==> src/rtl/rnd_pkg.sv <==
package rnd_pkg;
    typedef enum logic [1:0] {
        RC_NEAR = 2'b00,
        RC_DOWN = 2'b01,
        RC_UP   = 2'b10,
        RC_CHOP = 2'b11
    } rc_e;
endpackage

==> src/rtl/rnd_decide.sv <==
module rnd_decide
    import rnd_pkg::*;
#(
    parameter int EXTRA_W = 3
) (
    input  logic               sign_i,
    input  logic [1:0]         rc_i,
    input  logic               lsb_i,
    input  logic [EXTRA_W-1:0] disc_i,
    output logic               bump_o,
    output logic               inexact_o
);
    logic half;
    logic below;

    assign half = disc_i[EXTRA_W-1];

    generate
        if (EXTRA_W > 1) begin : g_below
            assign below = |disc_i[EXTRA_W-2:0];
        end else begin : g_nobelow
            assign below = 1'b0;
        end
    endgenerate

    assign inexact_o = half | below;

    always_comb begin
        unique case (rc_e'(rc_i))
            RC_NEAR: bump_o = half & (below | lsb_i);
            RC_DOWN: bump_o = sign_i & inexact_o;
            RC_UP:   bump_o = ~sign_i & inexact_o;
            RC_CHOP: bump_o = 1'b0;
        endcase
    end
endmodule

==> src/rtl/rnd_incr.sv <==
module rnd_incr #(
    parameter int KEPT_W = 9,
    parameter int EXP_W  = 8
) (
    input  logic [KEPT_W-1:0] kept_i,
    input  logic [EXP_W-1:0]  exp_i,
    input  logic              bump_i,
    output logic [KEPT_W-1:0] sig_o,
    output logic [EXP_W-1:0]  exp_o,
    output logic              ovf_o
);
    logic [KEPT_W:0] sum;
    logic            carry;
    logic            exp_max;

    assign sum     = {1'b0, kept_i} + {{KEPT_W{1'b0}}, bump_i};
    assign carry   = sum[KEPT_W];
    assign exp_max = &exp_i;

    always_comb begin
        sig_o = carry ? sum[KEPT_W:1] : sum[KEPT_W-1:0];
        ovf_o = carry & exp_max;
        if (carry && !exp_max) exp_o = exp_i + {{(EXP_W-1){1'b0}}, 1'b1};
        else                   exp_o = exp_i;
    end
endmodule

==> src/rtl/fp_round_unit.sv <==
module fp_round_unit
    import rnd_pkg::*;
#(
    parameter int FRAC_W  = 8,
    parameter int EXP_W   = 8,
    parameter int EXTRA_W = 3,
    localparam int KEPT_W   = FRAC_W + 1,
    localparam int SIG_IN_W = KEPT_W + EXTRA_W
) (
    input  logic                clk,
    input  logic                rst_n,
    input  logic                in_valid,
    input  logic [1:0]          in_rc,
    input  logic                in_sign,
    input  logic [EXP_W-1:0]    in_exp,
    input  logic [SIG_IN_W-1:0] in_sig,
    output logic                out_valid,
    output logic                out_sign,
    output logic [EXP_W-1:0]    out_exp,
    output logic [KEPT_W-1:0]   out_sig,
    output logic                out_inexact,
    output logic                out_ovf
);
    logic [KEPT_W-1:0]  kept;
    logic [EXTRA_W-1:0] disc;
    logic               bump;
    logic               inexact_c;
    logic [KEPT_W-1:0]  sig_c;
    logic [EXP_W-1:0]   exp_c;
    logic               ovf_c;

    assign kept = in_sig[SIG_IN_W-1:EXTRA_W];
    assign disc = in_sig[EXTRA_W-1:0];

    rnd_decide #(.EXTRA_W(EXTRA_W)) u_decide (
        .sign_i    (in_sign),
        .rc_i      (in_rc),
        .lsb_i     (kept[0]),
        .disc_i    (disc),
        .bump_o    (bump),
        .inexact_o (inexact_c)
    );

    rnd_incr #(.KEPT_W(KEPT_W), .EXP_W(EXP_W)) u_incr (
        .kept_i (kept),
        .exp_i  (in_exp),
        .bump_i (bump),
        .sig_o  (sig_c),
        .exp_o  (exp_c),
        .ovf_o  (ovf_c)
    );

    always_ff @(posedge clk) begin
        if (!rst_n) begin
            out_valid   <= 1'b0;
            out_sign    <= 1'b0;
            out_exp     <= '0;
            out_sig     <= '0;
            out_inexact <= 1'b0;
            out_ovf     <= 1'b0;
        end else begin
            out_valid <= in_valid;
            if (in_valid) begin
                out_sign    <= in_sign;
                out_exp     <= exp_c;
                out_sig     <= sig_c;
                out_inexact <= inexact_c;
                out_ovf     <= ovf_c;
            end
        end
    end
endmodule

==> config.mk <==
export PLATFORM = sky130hd
export DESIGN_NAME = fp_round_unit
export DESIGN_NICKNAME = d
export VERILOG_FILES = /design/src/rtl/rnd_pkg.sv /design/src/rtl/rnd_decide.sv /design/src/rtl/rnd_incr.sv /design/src/rtl/fp_round_unit.sv
export SDC_FILE = /design/constraint.sdc
export NUM_CORES = 1
export LEC_CHECK = 0
export ABC_CLOCK_PERIOD_IN_PS = 2300
export BUFFER_PORTS_ARGS = -buffer_cell sky130_fd_sc_hd__buf_2
export CAP_MARGIN = 10
export CORE_UTILIZATION = 43
export DETAILED_ROUTE_END_ITERATION = 12
export PLACE_DENSITY_LB_ADDON = 0.25
export SLEW_MARGIN = 15
export SYNTH_ARGS = -nofsm -noshare
export SYNTH_HDL_FRONTEND = slang
export SYNTH_SLANG_ARGS = --single-unit
export TNS_END_PERCENT = 20
==> constraint.sdc <==
create_clock -name clk -period 2.3 [get_ports clk]
set_input_delay 0.345 -clock clk [delete_from_list [all_inputs] [get_ports clk]]
set_output_delay 0.345 -clock clk [all_outputs]
set_load 0.01 [all_outputs]
After elaboration in Yosys (flattened, before gate mapping) --
Cells that the tools add are included. Widths: inputs -> output; s select.
Word-level totals: flip-flop bits (word level) 21, bits of input ports 26
Operators by class: bitwise operators 7, reduce and logical (&&, ||, !) cells 5, add/subtract/negate cells 2, muxes and demuxes 3, eq/ne operators 3
Operator list (number):
- $add 9x1->10 | 1
- $mux 9 | 1
- $add 8x1->8 const B | 1
- $mux 8 | 1
- $reduce_and 8->1 | 1
- $and 1x1->1 | 4
- $eq 2x2->1 const B | 2
- $pmux 1 s4 | 1
- $eq 2x1->1 const B | 1
- $logic_not 2->1 | 1
- $or 1x1->1 | 2
- $reduce_or 2->1 | 1
- $logic_and 1x1->1 | 1
- $logic_not 1->1 | 1
- $not 1->1 | 1

Depth between registers and ports, before layout --
depth in word-level cells 7, gate-level depth with buffers 11, gate-level depth less buffers 11

Modules after synthesis --
A second synthesis with hierarchy kept.
Unflattened totals: cells, all modules 143, area total of the unflattened synthesis 1348.8 um^2
Modules (own cells, without submodules):
- fp_round_unit | cells an instance 67, sequential area each 420.4 um^2, area an instance 810.8 um^2, instances 1
- rnd_incr | cells an instance 65, sequential area each 0.0 um^2, area an instance 455.4 um^2, instances 1
- rnd_decide | cells an instance 11, sequential area each 0.0 um^2, area an instance 82.6 um^2, instances 1

Worst setup path after synthesis --
No wires, ideal clock.
path kind input port to flip-flop, start point input port in_rc[0], end point register out_exp[5], path slack -55 ps, data arrival time 2222 ps, cell stages on the path 11, setup time 132 ps, path buffers 0, data required time 2168 ps, cell sequence inv_1 -> ha_1 -> xnor2_1 -> nor3b_1 -> o21ai_0 -> a21oi_1 -> ha_1 -> nand4_1 -> nor4_1 -> mux2i_1 -> a21oi_1
Between the ends: longest elaborated chain between the ends 5
RTL lines:
- from (decl) | RTL line fp_round_unit.sv:13 | input logic [1:0] in_rc,
- $eq 2x2->1 (tied with other cells) | RTL line rnd_decide.sv:29 | unique case (rc_e'(rc_i))
- $pmux 1 s4 (*) | RTL line rnd_decide.sv:29
- $add 9x1->10 (*) | RTL line rnd_incr.sv:16 | assign sum = {1'b0, kept_i} + {{KEPT_W{1'b0}}, bump_i};
- $logic_and 1x1->1 (*) | RTL line rnd_incr.sv:23 | if (carry && !exp_max) exp_o = exp_i + {{(EXP_W-1){1'b0}}, 1'b1};
- $mux 8 (*) | RTL line rnd_incr.sv:23
- to (signal assigned) | RTL line fp_round_unit.sv:65 | out_exp <= exp_c;
- to (decl) | RTL line fp_round_unit.sv:19 | output logic [EXP_W-1:0] out_exp,
Every way passes the cells marked *; elsewhere a longest branch is shown, timed or not. A chain may end at the register's enable or synchronous reset.

Final worst setup path --
start point input port in_rc[0], end point register out_exp[3]
The elaborated chain is that of the path after synthesis.

==> results.sh <==
export IMPL_clk_insertion_delay_late_ns=0.30
export IMPL_timing_hold_worst_start="in_sign"
export IMPL_drv_slew=0
export IMPL_rr_worst_depth=2
export IMPL_synth_nets=182
export IMPL_port_buffers=46
export IMPL_final_antenna_net_count=0
export IMPL_io_pin_count=47
export IMPL_worstPathRequired_ns=2.51
export IMPL_via_count_of_the_first_global_routing_pass=1181
export IMPL_routed_wl_mm=3.114
export IMPL_clkSlewWorstSetupHoldPaths_ns=0.12
export IMPL_ff2ff_setup_slack_ns=1.60
export IMPL_synth_enable_flop_cells=0
export IMPL_power_static_leakage_nw=0.7025
export IMPL_power_density_cell_area_nw_per_um2=483.3
export IMPL_yosysUniqueCellTypes=35
export IMPL_finalWeightedCongestion=0.8464
export IMPL_worst_ir_drop_vdd_v=0.0004003
export IMPL_setup_violations=0
export IMPL_cts_made_buffers=3
export IMPL_area_growth_from_synthesis_to_layout_pct=27.83
export IMPL_die_width_um=55.43
export IMPL_yosysWarnings=0
export IMPL_whs_endpoint="out_sign"
export IMPL_hold_path_class="input port to register"
export IMPL_die_height_um=55.43
export IMPL_worst_path_largest_cell_delay_ns=0.24
export IMPL_synth_area_um2=1227
export IMPL_crit_arrival_ns=2.31
export IMPL_firstDrtPassIters=4
export IMPL_ys_flop_type="sky130_fd_sc_hd__dfxtp_1"
export IMPL_critical_path_class="input port to register"
export IMPL_grt_antenna_before_repair=0
export IMPL_synthArstFlopShare_pct=0
export IMPL_number_of_rows_in_the_core_area=19
export IMPL_fin_crit_ns=2.095
export IMPL_dr_drc_count=0
export IMPL_worstPathCellList="buf_2, inv_1, ha_1, xnor2_1, nor3b_2, o21ai_0, a21oi_1, ha_1, nand4_1, buf_4, nor4_2, mux2i_1, a21oi_1"
export IMPL_syn_mean_instance_area_um2=8.129
export IMPL_path_delay_family="simple AND/OR/NAND/NOR gates"
export IMPL_antennaDiodeCount=0
export IMPL_fillers=269
export IMPL_synth_area_leader_cell="sky130_fd_sc_hd__dfxtp_1"
export IMPL_grt_first_pass_wirelength_mm=5.237
export IMPL_layout_setup_ws_ns=0.2047
export IMPL_drive_above_1_share_pct=32.00
export IMPL_tritoncts="built"
export IMPL_critical_path_peak_fanout=5
export IMPL_timing_max_slew_rel_slack_pct=76.91
export IMPL_cts_root_buf="sky130_fd_sc_hd__clkbuf_4"
export IMPL_grt_start_max_net_pins=22
export IMPL_design_core_area_um2=2734
export IMPL_synth_largest_type_area_fraction_pct=34.25
export IMPL_drtIter0Drc=47
export IMPL_synthCells=151
export IMPL_vias_per_cell=5.667
export IMPL_maxClockFrequency_ghz=0.4773
export IMPL_cts_sink_count=21
export IMPL_nNetsFinal=232
export IMPL_worst_slew_pin_transition_ns=0.3463
export IMPL_critical_path_startpoint_type="input port"
export IMPL_timing_critical_path_slowest_stage_cell="sky130_fd_sc_hd__nor4_2"
export IMPL_initial_core_utilization_pct=44.90
export IMPL_critPathCaptureType="register"
export IMPL_fin_crit_sh_pct=91.10
export IMPL_synth_top_cells_by_area="sky130_fd_sc_hd__dfxtp_1 (34%), sky130_fd_sc_hd__o21ai_0 (7.3%), sky130_fd_sc_hd__ha_1 (5.1%)"
export IMPL_groute_usage_overall_pct=21.15
export IMPL_critical_path_reg2reg_endpoint="out_sig[7]"
export IMPL_grt_setup_unrepaired="false"
export IMPL_post_place_ws_ns=-0.3393
export IMPL_clock_tree_htree_level_count=1
export IMPL_cts_buffer_depth=2
export IMPL_clock_skew_final_ns=0
export IMPL_vias=1309
export IMPL_worst_hold_slack_ns=0.3174
export IMPL_maxCapViolations=0
export IMPL_synth_seq_cells=21
export IMPL_total_gr_overflow=0
export IMPL_reg2reg_from="out_sig[7]"
export IMPL_synth_seq_area_share_pct=34.25
export IMPL_status="completed"
export IMPL_routed_wire_length_per_instance_um=13.48
export IMPL_path_buf_inv=3
export IMPL_finalHoldViolCount=0
export IMPL_fp_dieArea_um2=3072
export IMPL_detailedPlacementHpwl_mm=2.350
export IMPL_hold_path_depth=3
==> what timing repair did <==
| action | CTS | global route |
|---|---|---|
| pin swaps | 0 | 2 |
| gates resized for setup | 1 | 5 |
| gates cloned | 0 | 0 |
| hold buffers | 0 | 0 |
| hold endpoints to repair | 0 | 0 |
| buffers inserted | 0 | 1 |
| setup endpoints to repair | 1 | 7 |
==> how the worst max path moves through the flow <==
stage                  start          to  slack (ns)  depth (start not counted)
floorplan           in_rc[0]  out_exp[5]       -0.05                         11
global placement    in_rc[0]  out_exp[4]       -0.21                         12
detailed placement  in_rc[0]  out_exp[5]       -0.34                         12
CTS                 in_rc[0]  out_exp[5]        0.05                         12
global route        in_rc[0]  out_exp[3]        0.01                         13
finish              in_rc[0]  out_exp[3]        0.20                         13
==> synthesized netlist by cell type, types with 2 or more instances <==
cell / n
sky130_fd_sc_hd__o21ai_0: 18
sky130_fd_sc_hd__xor2_1: 4
sky130_fd_sc_hd__inv_1: 7
sky130_fd_sc_hd__nand2_1: 14
sky130_fd_sc_hd__dfxtp_1: 21
sky130_fd_sc_hd__nand3b_1: 2
sky130_fd_sc_hd__nor4_1: 3
sky130_fd_sc_hd__mux2i_1: 6
sky130_fd_sc_hd__and2_1: 2
sky130_fd_sc_hd__ha_1: 5
sky130_fd_sc_hd__a21oi_1: 11
sky130_fd_sc_hd__xnor2_1: 4
sky130_fd_sc_hd__o21ai_1: 2
sky130_fd_sc_hd__nor3_1: 2
sky130_fd_sc_hd__clkbuf_1: 6
sky130_fd_sc_hd__nand4_1: 4
sky130_fd_sc_hd__o211a_1: 2
sky130_fd_sc_hd__nand3_1: 10
sky130_fd_sc_hd__or3_1: 3
sky130_fd_sc_hd__nor2_1: 6
sky130_fd_sc_hd__a21boi_1: 2
sky130_fd_sc_hd__a31oi_1: 4
==> placed cells by master (no fill, tap or decap) <==
master,n
sky130_fd_sc_hd__buf_2,46
sky130_fd_sc_hd__dfxtp_1,21
sky130_fd_sc_hd__o21ai_0,18
sky130_fd_sc_hd__nand2_1,14
sky130_fd_sc_hd__a21oi_1,11
sky130_fd_sc_hd__nand3_1,10
sky130_fd_sc_hd__inv_1,7
sky130_fd_sc_hd__nor2_1,6
sky130_fd_sc_hd__mux2i_1,6
sky130_fd_sc_hd__buf_4,6
sky130_fd_sc_hd__ha_1,5
sky130_fd_sc_hd__xnor2_1,4
sky130_fd_sc_hd__nand4_1,4
sky130_fd_sc_hd__a31oi_1,4
sky130_fd_sc_hd__xor2_1,4
sky130_fd_sc_hd__or3_1,3
sky130_fd_sc_hd__nor4_2,3
sky130_fd_sc_hd__clkbuf_4,3
sky130_fd_sc_hd__a21boi_1,2
sky130_fd_sc_hd__nand3b_1,2
sky130_fd_sc_hd__o21ai_1,2
sky130_fd_sc_hd__o211a_1,2
sky130_fd_sc_hd__nor3b_2,1
sky130_fd_sc_hd__nand4_2,1
sky130_fd_sc_hd__nor3_1,1
sky130_fd_sc_hd__and4_4,1
sky130_fd_sc_hd__and2_4,1
sky130_fd_sc_hd__and2_1,1
sky130_fd_sc_hd__and4_1,1
sky130_fd_sc_hd__nor3_2,1
sky130_fd_sc_hd__nand4_4,1
sky130_fd_sc_hd__nand4b_1,1
sky130_fd_sc_hd__a32o_1,1
sky130_fd_sc_hd__o31ai_1,1
sky130_fd_sc_hd__nand2b_1,1
sky130_fd_sc_hd__o41ai_1,1
sky130_fd_sc_hd__nor2b_1,1
sky130_fd_sc_hd__o311ai_1,1
sky130_fd_sc_hd__clkbuf_1,1
==> worst reg2reg max path, cell delays in order (launching register included) <==
cell and delay [ns]:
sky130_fd_sc_hd__dfxtp_1 0.33, sky130_fd_sc_hd__o21ai_0 0.18, sky130_fd_sc_hd__a21oi_1 0.07
==> where the power goes <==
group / internal, mW / leakage (nW) / switching [mW]
clock: 0.0678 / 0.0150 / 0.118
combinational: 0.0741 / 0.513 / 0.101
sequential: 0.388 / 0.174 / 0.00992
==> final cells by class <==
type / count / area, µm² / share of cell area [%]
sequential: 21 / 420.4 / 26.79
multi-input combinational: 116 / 782.0 / 49.84
inverter: 7 / 26.28 / 1.675
timing repair buffer: 52 / 275.3 / 17.54
tap: 31 / 38.79 / 2.472
clock buffer: 4 / 26.28 / 1.675
==> registers in the layout, indices dropped and copies added (netlist names) <==
name / count
out_exp: 8
out_inexact: 1
out_ovf: 1
out_valid: 1
out_sign: 1
out_sig: 9
==> per-stage QoR <==
stage,std cells,power [mW],util (%),instance area (µm²),TNS (ns)
finish,231,0.7583,57.39,1569,0
global route,231,0.7968,57.39,1569,0
CTS,230,0.7635,56.20,1536,0
detailed placement,226,0.5772,55.01,1504,-1.975
global placement,226,0.5715,55.01,1504,-1.230
floorplan,151,0.4980,-,1227,-0.1439
==> cell families after synthesis <==
kind of cell    after synthesis  synth area share (%)
fa+ha+maj                     5                 5.097
compound gates               43                 20.39
buf+inv                      14                 4.588
flops                        21                 34.25
xor+xnor                      8                 5.708
mux                           6                 4.893
simple gates                 54                 25.08
==> per-layer routing <==
metal | GRT usage, % | wire (µm)
met5 | 0 | 0
met4 | 8.214 | 51
met3 | 4.684 | 173
met2 | 36.83 | 1553
met1 | 25.15 | 1335
Note: power is estimated with default switching activity, not from simulation.
